File: config.mk
export PLATFORM = sky130hd
export DESIGN_NAME = dsp_lsh_unit
export DESIGN_NICKNAME = d
export VERILOG_FILES = /design/src/rtl/dsp_lsh_pkg.sv /design/src/rtl/lsh_amount_dec.sv /design/src/rtl/lsh_word_shifter.sv /design/src/rtl/lsh_flag_gen.sv /design/src/rtl/dsp_lsh_unit.sv
export SDC_FILE = /design/constraint.sdc
export NUM_CORES = 1
export LEC_CHECK = 0
export CORE_AREA = 2 2 70 72
export DETAILED_ROUTE_END_ITERATION = 6
export DIE_AREA = 0 0 72 74
export DONT_BUFFER_PORTS = 1
export GPL_TIMING_DRIVEN = 1
export MAX_ROUTING_LAYER = met4
export PLACE_DENSITY = 0.93
export SYNTH_ARGS = -nofsm -noshare
export SYNTH_HDL_FRONTEND = slang
export SYNTH_SLANG_ARGS = --single-unit
export TNS_END_PERCENT = 10
File: constraint.sdc
create_clock -name clk -period 2.45 [get_ports clk]
set_clock_uncertainty 0.2 [all_clocks]
set_input_delay 0.49 -clock clk [delete_from_list [all_inputs] [get_ports clk]]
set_output_delay 0.49 -clock clk [all_outputs]
set_load 0.01 [all_outputs]
File: src/rtl/dsp_lsh_pkg.sv
package dsp_lsh_pkg;
  localparam logic [2:0] SEL_CARRY = 3'b000;
  localparam logic [2:0] SEL_NEG   = 3'b001;
  localparam logic [2:0] SEL_ZERO  = 3'b010;

  typedef struct packed {
    logic dc;
    logic n;
    logic z;
    logic v;
    logic gt;
  } lsh_flags_t;
endpackage

File: src/rtl/lsh_amount_dec.sv
module lsh_amount_dec #(
  parameter int unsigned SRC_W   = 40,
  parameter int unsigned AMT_W   = 6,
  parameter int unsigned AMT_LSB = 16
) (
  input  logic [SRC_W-1:0] src2_i,
  input  logic [AMT_W-1:0] imm_i,
  input  logic             use_imm_i,
  output logic             left_o,
  output logic [AMT_W-1:0] mag_o
);
  logic [AMT_W-1:0] amt;

  always_comb begin
    amt    = use_imm_i ? imm_i : src2_i[AMT_LSB +: AMT_W];
    left_o = ~amt[AMT_W-1];
    mag_o  = amt[AMT_W-1] ? (~amt + {{(AMT_W-1){1'b0}}, 1'b1}) : amt;
  end
endmodule

File: src/rtl/lsh_word_shifter.sv
module lsh_word_shifter #(
  parameter int unsigned WORD_W = 16,
  parameter int unsigned AMT_W  = 6
) (
  input  logic [WORD_W-1:0] word_i,
  input  logic              left_i,
  input  logic [AMT_W-1:0]  mag_i,
  output logic [WORD_W-1:0] word_o,
  output logic              carry_o
);
  localparam int unsigned EXT_W = 2 * WORD_W;

  logic [EXT_W-1:0] ext_l;
  logic [EXT_W-1:0] ext_r;

  always_comb begin
    ext_l = {{WORD_W{1'b0}}, word_i} << mag_i;
    ext_r = {word_i, {WORD_W{1'b0}}} >> mag_i;
    if (left_i) begin
      word_o  = ext_l[WORD_W-1:0];
      carry_o = ext_l[WORD_W];
    end else begin
      word_o  = ext_r[EXT_W-1:WORD_W];
      carry_o = ext_r[WORD_W-1];
    end
  end
endmodule

File: src/rtl/lsh_flag_gen.sv
module lsh_flag_gen
  import dsp_lsh_pkg::*;
#(
  parameter int unsigned ACC_W    = 40,
  parameter int unsigned SIGN_POS = 31,
  parameter int unsigned SEL_W    = 3
) (
  input  logic [ACC_W-1:0] res_i,
  input  logic             carry_i,
  input  logic [SEL_W-1:0] sel_i,
  output lsh_flags_t       flags_o
);
  logic neg;
  logic zero;

  always_comb begin
    neg        = res_i[SIGN_POS];
    zero       = (res_i == '0);
    flags_o.n  = neg;
    flags_o.z  = zero;
    flags_o.v  = 1'b0;
    flags_o.gt = ~neg & ~zero;
    case (sel_i)
      SEL_CARRY: flags_o.dc = carry_i;
      SEL_NEG:   flags_o.dc = neg;
      SEL_ZERO:  flags_o.dc = zero;
      default:   flags_o.dc = 1'b0;
    endcase
  end
endmodule

File: src/rtl/dsp_lsh_unit.sv
module dsp_lsh_unit
  import dsp_lsh_pkg::*;
#(
  parameter int unsigned ACC_W    = 40,
  parameter int unsigned WORD_W   = 16,
  parameter int unsigned WORD_LSB = 16,
  parameter int unsigned AMT_W    = 6,
  parameter int unsigned AMT_LSB  = 16,
  parameter int unsigned SEL_W    = 3
) (
  input  logic             clk,
  input  logic             rst_n,
  input  logic             op_valid,
  input  logic [ACC_W-1:0] src1_i,
  input  logic [ACC_W-1:0] src2_i,
  input  logic [AMT_W-1:0] imm_amt_i,
  input  logic             use_imm_i,
  input  logic             cond_op_i,
  input  logic             cond_true_i,
  input  logic [SEL_W-1:0] cond_sel_i,
  output logic [ACC_W-1:0] res_o,
  output logic             res_we_o,
  output logic             flag_we_o,
  output logic             dc_o,
  output logic             n_o,
  output logic             z_o,
  output logic             v_o,
  output logic             gt_o
);
  localparam int unsigned SIGN_POS = WORD_LSB + WORD_W - 1;

  logic [1:0]        rst_sync_q;
  logic              rst_int_n;
  logic              left;
  logic [AMT_W-1:0]  mag;
  logic [WORD_W-1:0] word_sh;
  logic              carry;
  logic [ACC_W-1:0]  res_d, res_q;
  lsh_flags_t        flags_d, flags_q;
  logic              res_we_d, res_we_q;
  logic              flag_we_d, flag_we_q;

  always_ff @(posedge clk or negedge rst_n) begin
    if (!rst_n) rst_sync_q <= 2'b00;
    else        rst_sync_q <= {rst_sync_q[0], 1'b1};
  end
  assign rst_int_n = rst_sync_q[1];

  lsh_amount_dec #(.SRC_W(ACC_W), .AMT_W(AMT_W), .AMT_LSB(AMT_LSB)) u_amt (
    .src2_i(src2_i), .imm_i(imm_amt_i), .use_imm_i(use_imm_i),
    .left_o(left), .mag_o(mag)
  );

  lsh_word_shifter #(.WORD_W(WORD_W), .AMT_W(AMT_W)) u_shift (
    .word_i(src1_i[WORD_LSB +: WORD_W]), .left_i(left), .mag_i(mag),
    .word_o(word_sh), .carry_o(carry)
  );

  always_comb begin
    res_d = '0;
    res_d[WORD_LSB +: WORD_W] = word_sh;
  end

  lsh_flag_gen #(.ACC_W(ACC_W), .SIGN_POS(SIGN_POS), .SEL_W(SEL_W)) u_flags (
    .res_i(res_d), .carry_i(carry), .sel_i(cond_sel_i), .flags_o(flags_d)
  );

  always_comb begin
    res_we_d  = op_valid & (~cond_op_i | cond_true_i);
    flag_we_d = op_valid & ~cond_op_i;
  end

  always_ff @(posedge clk or negedge rst_int_n) begin
    if (!rst_int_n) begin
      res_q     <= '0;
      flags_q   <= '0;
      res_we_q  <= 1'b0;
      flag_we_q <= 1'b0;
    end else begin
      res_we_q  <= res_we_d;
      flag_we_q <= flag_we_d;
      if (op_valid) begin
        res_q   <= res_d;
        flags_q <= flags_d;
      end
    end
  end

  assign res_o     = res_q;
  assign res_we_o  = res_we_q;
  assign flag_we_o = flag_we_q;
  assign dc_o      = flags_q.dc;
  assign n_o       = flags_q.n;
  assign z_o       = flags_q.z;
  assign v_o       = flags_q.v;
  assign gt_o      = flags_q.gt;
endmodule

==> metrics.cfg, run 1 <==
[power]
powerDensity_nw_per_um2 = 510.6
p_sw_share_pct = 45.48
comb_power_share_pct = 62.5
seqPwrFrac_pct = 25.2
clockPowerShare_pct = 12.3
ir_drop_v = 0.0003264
p_switching_mw = 0.8961
fin_total_pwr_mw = 1.970
power.leakage_nw = 1.688
p_int_mw = 1.074

[placement]
dp_hpwl_mm = 7.918
numPlacedInstances = 514
post-place-ws_ns = -1.189
io_buffer_count = 0
place_congestion = 1.131

[logic_synthesis]
yosys_warnings = 0
syn_area_per_cell_um2 = 7.658
synth_simple_gate_area_share_pct = 22.76
yosysTopAreaCellShare_pct = 18.47
synth_most_common_cell = nand2_1
synth-xor-area-share_pct = 1.646
synth_area_leaders = dfrtp_1 18%, mux2i_1 12%, nand2_1 7.3%
ys_ff_latch = 23
synth_edf_count = 0
yosys.area.top_type = dfrtp_1
synth_top_family_by_area = compound AO/OA/AOI/OAI gates
synth_ff_type = dfrtp_1
synth_mux_area_share_pct = 20.88
synth.yosys.seq_area_share_pct = 18.47
synth-async-reset-ratio_pct = 100.0
synth_compound_area_share_pct = 23.12
synth_cell_types = 66
syn_area_um2 = 3117
synthesis.instances = 407
netlist_top_cells_count = 61 x nand2_1, 49 x nor2_1, 38 x mux2i_1
yosys.area_share.adder_pct = 0.4014

[critical_path]
cp_top_family = multiplexers
critPathMaxStageDelay_ns = 0.56
crit_buf_inv = 1
criticalPathCategory = in2reg
critical_path_arrival_ns = 3.63
path_depth = 12
cp-end-kind = flip-flop
startpoint_type = input pin
path_max_fanout = 20
cp_cell_sequence = mux2_4 > inv_4 > ha_4 > mux2i_4 > mux4_2 > mux2i_4 > o21ai_1 > a222oi_1 > nand4b_1 > nand4b_1 > nor3_4 > mux2_4
reg2regPathDepth = 2
slowest_stage = mux4_2
cp.required_ns = 2.47

[clock_network]
cts.clk_slew.worst_paths_ns = 0.08
cts_tree = yes
cts_max_level = 1
clk_latency_ns = 0.27
cts_buffers = 3
clockBufferDepth = 2
postCtsSetupBuffers = 0
cts_root_buffer = clkbuf_8
cts_sinks = 23

[global_routing]
first_global_vias = 3678
antenna_found_initial = 0
grt_max_degree = 40
overflow = 0
grt_pass1_wl_mm = 18.23
grt_usage_pct = 46.64

[status]
violations = design-rule violations, negative setup slack
outcome = finished with violations

[floorplan]
die_h_um = 74
rows = 25
die_area_um2 = 5328
coreArea_um2 = 4598
start_util_pct = 67.78
die_w_um = 72
ios = 142

[sta]
maxSlewViolCount = 0
worst_pin_slew_ns = 0.8422
setup_viol = 19
min_period_over_period_pct = 147.4
relSlewSlack_pct = 43.85
fin_tns_setup_ns = -11.52
hold_viol = 0
fin_ws_ns = -1.161
rsz0062_at_grt = yes
min_period_ns = 3.611
max_freq_mhz = 277.0

[cells_and_area]
fillCellCount = 229
multi_input_comb_area_um2 = 2485
drive_gt1_share_pct = 31.61
register_area_um2 = 575.6
nNetsFinal = 562
layoutNonFillerInstCount = 519
diodes = 0
areaGrowthSynthToFinish_pct = 23.81

[route]
wire_per_inst_um = 26.06
drtPass1Iterations = 7
drt_iter0_drc = 1061
vias = 3978
wirelength_mm = 13.52
drc_errors = 259
vias_per_cell = 7.665
ant_nets = 0

[worst_hold_path]
min_path_cells = 1
hp-class = in2reg

[flow_run]
max-cap-violations = 0

-- layout make-up --
class	instances	area share, %
Sequential cell	23	14.92
Clock buffer	4	1.167
Inverter	6	0.6485
Timing Repair Buffer	83	17.12
Tap cell	54	1.751
Multi-Input combinational cell	349	64.40
-- layer usage --
metal / global-route usage [%] / share of wire (%) / vias to the layer above
met5: - / 0 / -
met1: 50.86 / 32 / 1775
met4: 30.19 / 11 / 0
li1: - / - / 1554
met2: 70.27 / 42 / 461
met3: 19.51 / 15 / 188
-- flip-flops by register name (all words and copies together) (netlist names) --
name and count:
z_o 1, gt_o 1, res_o 15, n_o 1, dc_o 1, rst_sync_q 2, flag_we_o 1, res_we_o 1
-- cell usage in the layout, fill, tap and decap left out, types with 5 or more instances in the layout --
master	instances
mux2i_4	7
nor2_1	48
dfrtp_1	23
nor2b_1	5
buf_4	76
conb_1	26
o21ai_1	7
inv_1	5
nor3_1	5
nand2_1	58
mux2_2	5
a21oi_1	33
mux4_2	5
nand3_1	6
mux2i_1	30
o21ai_0	11
a31oi_1	6
-- through the flow --
stage | instance area [µm²] | hold slack, ns | util, %
final | 3859 | 0.07508 | 83.92
after CTS | 3744 | 0.07539 | 81.42
after floorplan | 3249 | -0.005591 | -
after global routing | 3859 | 0.06395 | 83.92
after detailed placement | 3572 | -0.005549 | 77.69
after global placement | 3572 | -0.005553 | 77.69
-- worst paths after layout --
kind | startpoint | endpoint | slack [ns]
max | use_imm_i | z_o$_DFFE_PN0P_ | -1.16
min | cond_op_i | flag_we_o$_DFF_PN0_ | 0.08
max reg2reg | dc_o$_DFFE_PN0P_ | dc_o$_DFFE_PN0P_ | 1.32
min reg2reg | rst_sync_q[1]$_DFF_PN0_ | res_o[21]$_DFFE_PN0P_ | 0.15
max in group asynchronous | rst_sync_q[1]$_DFF_PN0_ | res_o[19]$_DFFE_PN0P_ | 1.38
min in group asynchronous | rst_sync_q[1]$_DFF_PN0_ | res_o[21]$_DFFE_PN0P_ | 0.15
-- timing repair --
item | 4_1_cts | 5_1_grt
hold endpoints to repair | 2 | 0
pin swaps | 6 | 6
endpoints found under the setup margin | 19 | 19
resized for setup | 29 | 28
hold buffers | 1 | 0
-- logic make-up (layout without fill, tap and decap cells) --
logic type                 Yosys count  after routing
adders and majority gates            1              1
other                                2             26
xor gates and xnor gates             5              5
DFF                                 23             23
and+or+nand+nor                    154            154
buffers and inverters               59             93
AOI/OAI and AO/OA                  109            109
muxes                               54             54
-- power groups by stage --
stage                     Sequential [mW]  Combinational [mW]  Clock [mW]
after global routing                0.502                1.28       0.257
after detailed placement            0.501               0.968           0
final                               0.497                1.23       0.242
after floorplan                     0.486               0.670           0
after CTS                           0.494                1.04       0.238
after global placement              0.499               0.926           0
(Power assumes the default switching activity.)
==> inputs of run 2 (changes only) <==
- CTS_BUF_LIST: not set -> sky130_fd_sc_hd__clkbuf_2
==> run 2 against run 1 <==
The run still ends with design-rule violations, negative setup slack left. Die area stayed put. Clock power is 36% lower. Sequential cell count stayed put. Largest cell class unchanged.
==> metrics.cfg, run 2 (same netlist as run 1, synthesis figures left out) <==
[status]
outcome = finished with violations  ; unchanged
violations = design-rule violations, negative setup slack  ; unchanged

[global_routing]
grt_pass1_wl_mm = 17.48  ; was 18.23 mm
antenna_found_initial = 0  ; unchanged
first_global_vias = 3602  ; was 3,678
overflow = 0  ; unchanged
grt_usage_pct = 43.93  ; was 46.64%
grt_max_degree = 40  ; unchanged

[sta]
hold_viol = 0  ; unchanged
relSlewSlack_pct = 44.23  ; was 43.85%
rsz0062_at_grt = yes  ; unchanged
maxSlewViolCount = 0  ; unchanged
min_period_ns = 3.415  ; was 3.611 ns
max_freq_mhz = 292.8  ; was 277.0 MHz
setup_viol = 19  ; unchanged
fin_ws_ns = -0.9651  ; was -1.161 ns
worst_pin_slew_ns = 0.8366  ; was 0.8422 ns
fin_tns_setup_ns = -10.00  ; was -11.52 ns
min_period_over_period_pct = 139.4  ; was 147.4%

[critical_path]
cp_top_family = simple AND/OR/NAND/NOR gates  ; was multiplexers
crit_buf_inv = 4  ; was 1
startpoint_type = input pin  ; unchanged
slowest_stage = a222oi_1  ; was mux4_2
critPathMaxStageDelay_ns = 0.37  ; was 0.56 ns
cp_cell_sequence = mux2_4 > inv_4 > ha_4 > nor2b_1 > mux2i_2 > buf_4 > nand2_1 > buf_6 > o211ai_1 > o21ai_1 > a222oi_1 > buf_4 > nand4b_1 > nand4b_1 > nor3_4 > a211o_1  ; was mux2_4 > inv_4 > ha_4 > mux2i_4 > mux4_2 > mux2i_4 > o21ai_1 > a222oi_1 > nand4b_1 > nand4b_1 > nor3_4 > mux2_4
cp-end-kind = flip-flop  ; unchanged
criticalPathCategory = in2reg  ; unchanged
cp.required_ns = 2.54  ; was 2.47 ns
critical_path_arrival_ns = 3.51  ; was 3.63 ns
path_max_fanout = 22  ; was 20

[route]
wire_per_inst_um = 24.68  ; was 26.06 µm
drtPass1Iterations = 7  ; unchanged
vias_per_cell = 7.548  ; was 7.665
drt_iter0_drc = 1117  ; was 1,061
vias = 3955  ; was 3,978
ant_nets = 0  ; unchanged
wirelength_mm = 12.93  ; was 13.52 mm
drc_errors = 227  ; was 259

[cells_and_area]
final_common_cell = buf_4  ; unchanged
final_cell_mix = 77 x buf_4, 60 x nand2_1, 48 x nor2_1, 30 x mux2i_1, 30 x a21oi_1  ; was 76 x buf_4, 58 x nand2_1, 48 x nor2_1, 33 x a21oi_1, 30 x mux2i_1
largest_reg_flops = 15  ; unchanged
nNetsFinal = 567  ; was 562
layoutNonFillerInstCount = 524  ; was 519
diodes = 0  ; unchanged
drive_gt1_share_pct = 30.85  ; was 31.61%
areaGrowthSynthToFinish_pct = 22.80  ; was 23.81%

[floorplan]
die_h_um = 74  ; unchanged
die_w_um = 72  ; unchanged
ios = 142  ; unchanged
rows = 25  ; unchanged
start_util_pct = 67.78  ; unchanged
die_area_um2 = 5328  ; unchanged
coreArea_um2 = 4598  ; unchanged

[flow_run]
max-cap-violations = 0  ; unchanged

[placement]
io_buffer_count = 0  ; unchanged
numPlacedInstances = 514  ; unchanged
place_congestion = 1.131  ; unchanged
dp_hpwl_mm = 7.918  ; unchanged

[worst_hold_path]
hp-class = in2reg  ; unchanged

[clock_network]
cts_sinks = 23  ; unchanged
cts_max_level = 1  ; unchanged
cts_tree = yes  ; unchanged
clk_latency_ns = 0.32  ; was 0.27 ns
cts.clk_slew.worst_paths_ns = 0.21  ; was 0.08 ns
clockBufferDepth = 2  ; unchanged
cts_buffers = 3  ; unchanged
cts_root_buffer = clkbuf_2  ; was clkbuf_8

[power]
ir_drop_v = 0.0002816  ; was 0.0003264 V
power.leakage_nw = 1.697  ; was 1.688 nW
fin_total_pwr_mw = 1.853  ; was 1.970 mW
powerDensity_nw_per_um2 = 484.1  ; was 510.6 nW/µm²

run 2: power breakdown:
part / switching (mW) / internal (mW) / leakage [nW]
Sequential: 0.0709 / 0.427 / 0.283
Combinational: 0.670 / 0.529 / 1.40
Clock: 0.112 / 0.0432 / 0.0166
Total: 0.853 / 0.999 / 1.70
run 2: per-layer routing:
layer	wire (µm)	vias up	global-route usage, %
li1	-	1560	-
met1	4054	1717	52.32
met2	5571	491	71.71
met3	2122	187	8.537
met4	1183	0	21.59
met5	0	-	-
run 2: worst reg2reg max path, stage by stage (launching register included):
cell and delay, ns:
dfrtp_1 0.47, nor2b_1 0.15, a211o_1 0.24
run 2: metrics by stage:
stage	cell area [µm²]	util (%)	setup WS, ns	hold slack [ns]
after floorplan	3249	-	-1.172	-0.005591
after global placement	3572	77.69	-0.9939	-0.005553
after detailed placement	3572	77.69	-1.189	-0.005549
after CTS	3716	80.82	-0.7438	0.009052
after global routing	3827	83.24	-1.160	0.02379
final	3827	83.24	-0.9651	0.03705
run 2: final timing paths:
kind / start / endpoint / slack [ns] / cells past startpoint
worst min register to register: rst_sync_q[1]$_DFF_PN0_ / res_o[23]$_DFFE_PN0P_ / 0.15 / 0
worst min-delay path: op_valid / gt_o$_DFFE_PN0P_ / 0.04 / 1
worst max register to register: dc_o$_DFFE_PN0P_ / dc_o$_DFFE_PN0P_ / 1.30 / 2
max in group asynchronous: rst_sync_q[1]$_DFF_PN0_ / res_o[27]$_DFFE_PN0P_ / 1.39 / 0
min in group asynchronous: rst_sync_q[1]$_DFF_PN0_ / res_o[23]$_DFFE_PN0P_ / 0.15 / 0
worst max-delay path: use_imm_i / dc_o$_DFFE_PN0P_ / -0.97 / 16
run 2: what timing repair did:
item	CTS	global route
pin swaps	6	5
gates cloned	0	0
gates resized for setup	26	23
hold buffers	2	3
setup endpoints to repair	19	19
setup buffers	0	1
hold endpoints to repair	3	12
run 2: layout make-up:
class / count / area, µm²
Multi-Input combinational cell: 349 / 2431
Inverter: 6 / 25.02
Sequential cell: 23 / 575.6
Tap cell: 54 / 67.56
Timing Repair Buffer: 88 / 708.2
Clock buffer: 4 / 20.02
Fill cell: 226 / 770.7
==> inputs of run 3 (changes only) <==
- CORE_AREA: 2 2 70 72 -> 2 2 50 99
- DIE_AREA: 0 0 72 74 -> 0 0 52 101
==> run 3 against run 2 <==
The flow finishes with violations (design-rule violations, negative hold slack, negative setup slack). Worst hold slack lost 0.056 ns. Wire length grew 1.7%. Highest routed layer unchanged. Largest cell class unchanged. Critical path depth shrank 4. Sequential power is essentially flat.
==> metrics.cfg, run 3 (same netlist as run 1, synthesis figures left out) <==
[route]
wirelength_mm = 13.16  ; was 12.93 mm
wire_per_inst_um = 24.96  ; was 24.68 µm
drtPass1Iterations = 7  ; unchanged
ant_nets = 0  ; unchanged
drt_iter0_drc = 631  ; was 1,117
vias_per_cell = 7.558  ; was 7.548
drc_errors = 54  ; was 227
vias = 3983  ; was 3,955

[clock_network]
cts.clk_slew.worst_paths_ns = 0.25  ; was 0.21 ns
cts_sinks = 23  ; unchanged
cts_buffers = 3  ; unchanged
cts_root_buffer = clkbuf_2  ; unchanged
cts_tree = yes  ; unchanged
clockBufferDepth = 2  ; unchanged
cts_max_level = 1  ; unchanged
clk_latency_ns = 0.34  ; was 0.32 ns

[critical_path]
startpoint_type = input pin  ; unchanged
path_max_fanout = 20  ; was 22
cp-end-kind = flip-flop  ; unchanged
cp.required_ns = 2.59  ; was 2.54 ns
criticalPathCategory = in2reg  ; unchanged
reg2regPathDepth = 2  ; unchanged
critical_path_arrival_ns = 3.74  ; was 3.51 ns

[placement]
io_buffer_count = 0  ; unchanged
place_congestion = 1.151  ; was 1.131
dp_hpwl_mm = 8.219  ; was 7.918 mm
numPlacedInstances = 509  ; was 514
placed_area_um2 = 3516  ; was 3572 µm²

[global_routing]
overflow = 0  ; unchanged
grt_usage_pct = 46.26  ; was 43.93%
grt_pass1_wl_mm = 18.00  ; was 17.48 mm
first_global_vias = 3754  ; was 3,602
antenna_found_initial = 0  ; unchanged
grt_max_degree = 34  ; was 40

[power]
p_int_mw = 0.9882  ; was 0.9994 mW
seqPwrFrac_pct = 26.8  ; was 26.9%
p_switching_mw = 0.8612  ; was 0.8533 mW
ir_drop_v = 0.0004947  ; was 0.0002816 V
comb_power_share_pct = 64.3  ; was 64.7%
clockPowerShare_pct = 8.9  ; was 8.4%
p_sw_share_pct = 46.57  ; was 46.06%
power.leakage_nw = 1.691  ; was 1.697 nW
powerDensity_nw_per_um2 = 485.6  ; was 484.1 nW/µm²

[sta]
min_period_ns = 3.605  ; was 3.415 ns
hold_viol = 1  ; was 0
min_period_over_period_pct = 147.1  ; was 139.4%
setup_viol = 19  ; unchanged
max_freq_mhz = 277.4  ; was 292.8 MHz
worst_pin_slew_ns = 0.8896  ; was 0.8366 ns
relSlewSlack_pct = 40.69  ; was 44.23%
maxSlewViolCount = 0  ; unchanged
whs_ns = -0.01851  ; was 0.03705 ns
rsz0062_at_grt = yes  ; unchanged
fin_ws_ns = -1.155  ; was -0.9651 ns

[status]
outcome = finished with violations  ; unchanged
violations = design-rule violations, negative hold slack, negative setup slack  ; was design-rule violations, negative setup slack

[floorplan]
rows = 35  ; was 25
die_area_um2 = 5252  ; was 5328 µm²
ios = 142  ; unchanged
start_util_pct = 69.10  ; was 67.78%
coreArea_um2 = 4511  ; was 4598 µm²
die_w_um = 52  ; was 72 µm
die_h_um = 101  ; was 74 µm

[cells_and_area]
fillCellCount = 247  ; was 226
register_area_um2 = 575.6  ; unchanged
areaGrowthSynthToFinish_pct = 22.20  ; was 22.80%
nNetsFinal = 569  ; was 567
drive_gt1_share_pct = 30.30  ; was 30.85%
multi_input_comb_area_um2 = 2412  ; was 2431 µm²
largest_reg_flops = 15  ; unchanged
final_area_um2 = 3809  ; was 3827 µm²
layoutNonFillerInstCount = 527  ; was 524
diodes = 0  ; unchanged
final_common_cell = buf_4  ; unchanged
final_cell_mix = 80 x buf_4, 61 x nand2_1, 48 x nor2_1, 34 x a21oi_1, 29 x mux2i_1  ; was 77 x buf_4, 60 x nand2_1, 48 x nor2_1, 30 x mux2i_1, 30 x a21oi_1

[flow_run]
max-cap-violations = 0  ; unchanged

[worst_hold_path]
hp-class = in2reg  ; unchanged
min_path_cells = 1  ; unchanged

## run 3: changes by cell type in the layout (fill, tap and decap cells not counted), sizes merged
cell,previous run,this run
buf,83,85
clkbuf,4,3
clkinv,0,1
## run 3: worst paths after layout
check,start,endpoint,slack [ns]
worst min register to register,rst_sync_q[1]$_DFF_PN0_,res_o[23]$_DFFE_PN0P_,0.15
worst min-delay path,op_valid,gt_o$_DFFE_PN0P_,-0.02
worst max-delay path,use_imm_i,z_o$_DFFE_PN0P_,-1.15
min in group asynchronous,rst_n,rst_sync_q[0]$_DFF_PN0_,0.14
max in group asynchronous,rst_sync_q[1]$_DFF_PN0_,res_o[19]$_DFFE_PN0P_,1.34
worst max register to register,dc_o$_DFFE_PN0P_,dc_o$_DFFE_PN0P_,1.30
## run 3: final cells by class
| class | instances | share of cell area [%] |
|---|---|---|
| inverter | 6 | 0.6570 |
| clock inverter | 1 | 0.1314 |
| timing repair buffer | 90 | 18.56 |
| tap | 55 | 1.807 |
| sequential | 23 | 15.11 |
| clock buffer | 3 | 0.3942 |
| multi-input combinational | 349 | 63.34 |
## run 3: timing repair
item / CTS / global route
hold buffers: 3 / 2
setup endpoints to repair: 19 / 19
pin swaps: 2 / 5
setup buffers: 5 / 4
endpoints found under the hold margin: 10 / 9
resized for setup: 9 / 30
## run 3: power groups by stage
stage / Sequential (mW) / Combinational [mW] / Clock (mW)
after global placement: 0.500 / 0.897 / 0
after detailed placement: 0.502 / 0.953 / 0
after CTS: 0.495 / 0.990 / 0.156
after global routing: 0.500 / 1.24 / 0.174
final: 0.495 / 1.19 / 0.164
after floorplan: 0.486 / 0.670 / 0
## run 3: metrics by stage
step                      hold slack, ns  utilization, %  total power [mW]  worst slack, ns  setup TNS [ns]
after floorplan                -0.005591               -             1.156           -1.172          -14.27
after global placement         -0.005548           77.95             1.397           -1.040          -13.18
after detailed placement       -0.005550           77.95             1.454           -1.312          -15.64
after CTS                      0.0002899           80.53             1.641          -0.8760          -8.116
after global routing            -0.01182           84.44             1.917           -1.391          -11.91
final                           -0.01851           84.44             1.849           -1.155          -10.15
## run 3: worst max-delay path, stage by stage
cell      delay, ns
mux2_4         0.31
inv_4          0.07
ha_4           0.21
mux2i_4        0.21
mux4_2         0.56
mux2i_4        0.21
o21ai_2        0.09
a222oi_1       0.67
nand4b_1       0.23
nand4b_1       0.30
nor3_4         0.21
mux2_4         0.18
## run 3: per-layer routing
| metal | GRT usage (%) | share of wire (%) | wire length [µm] |
|---|---|---|---|
| met1 | 50.14 | 31 | 4023 |
| met2 | 72.93 | 45 | 5931 |
| met3 | 11.28 | 13 | 1719 |
| met4 | 30.16 | 11 | 1481 |
| met5 | - | 0 | 0 |
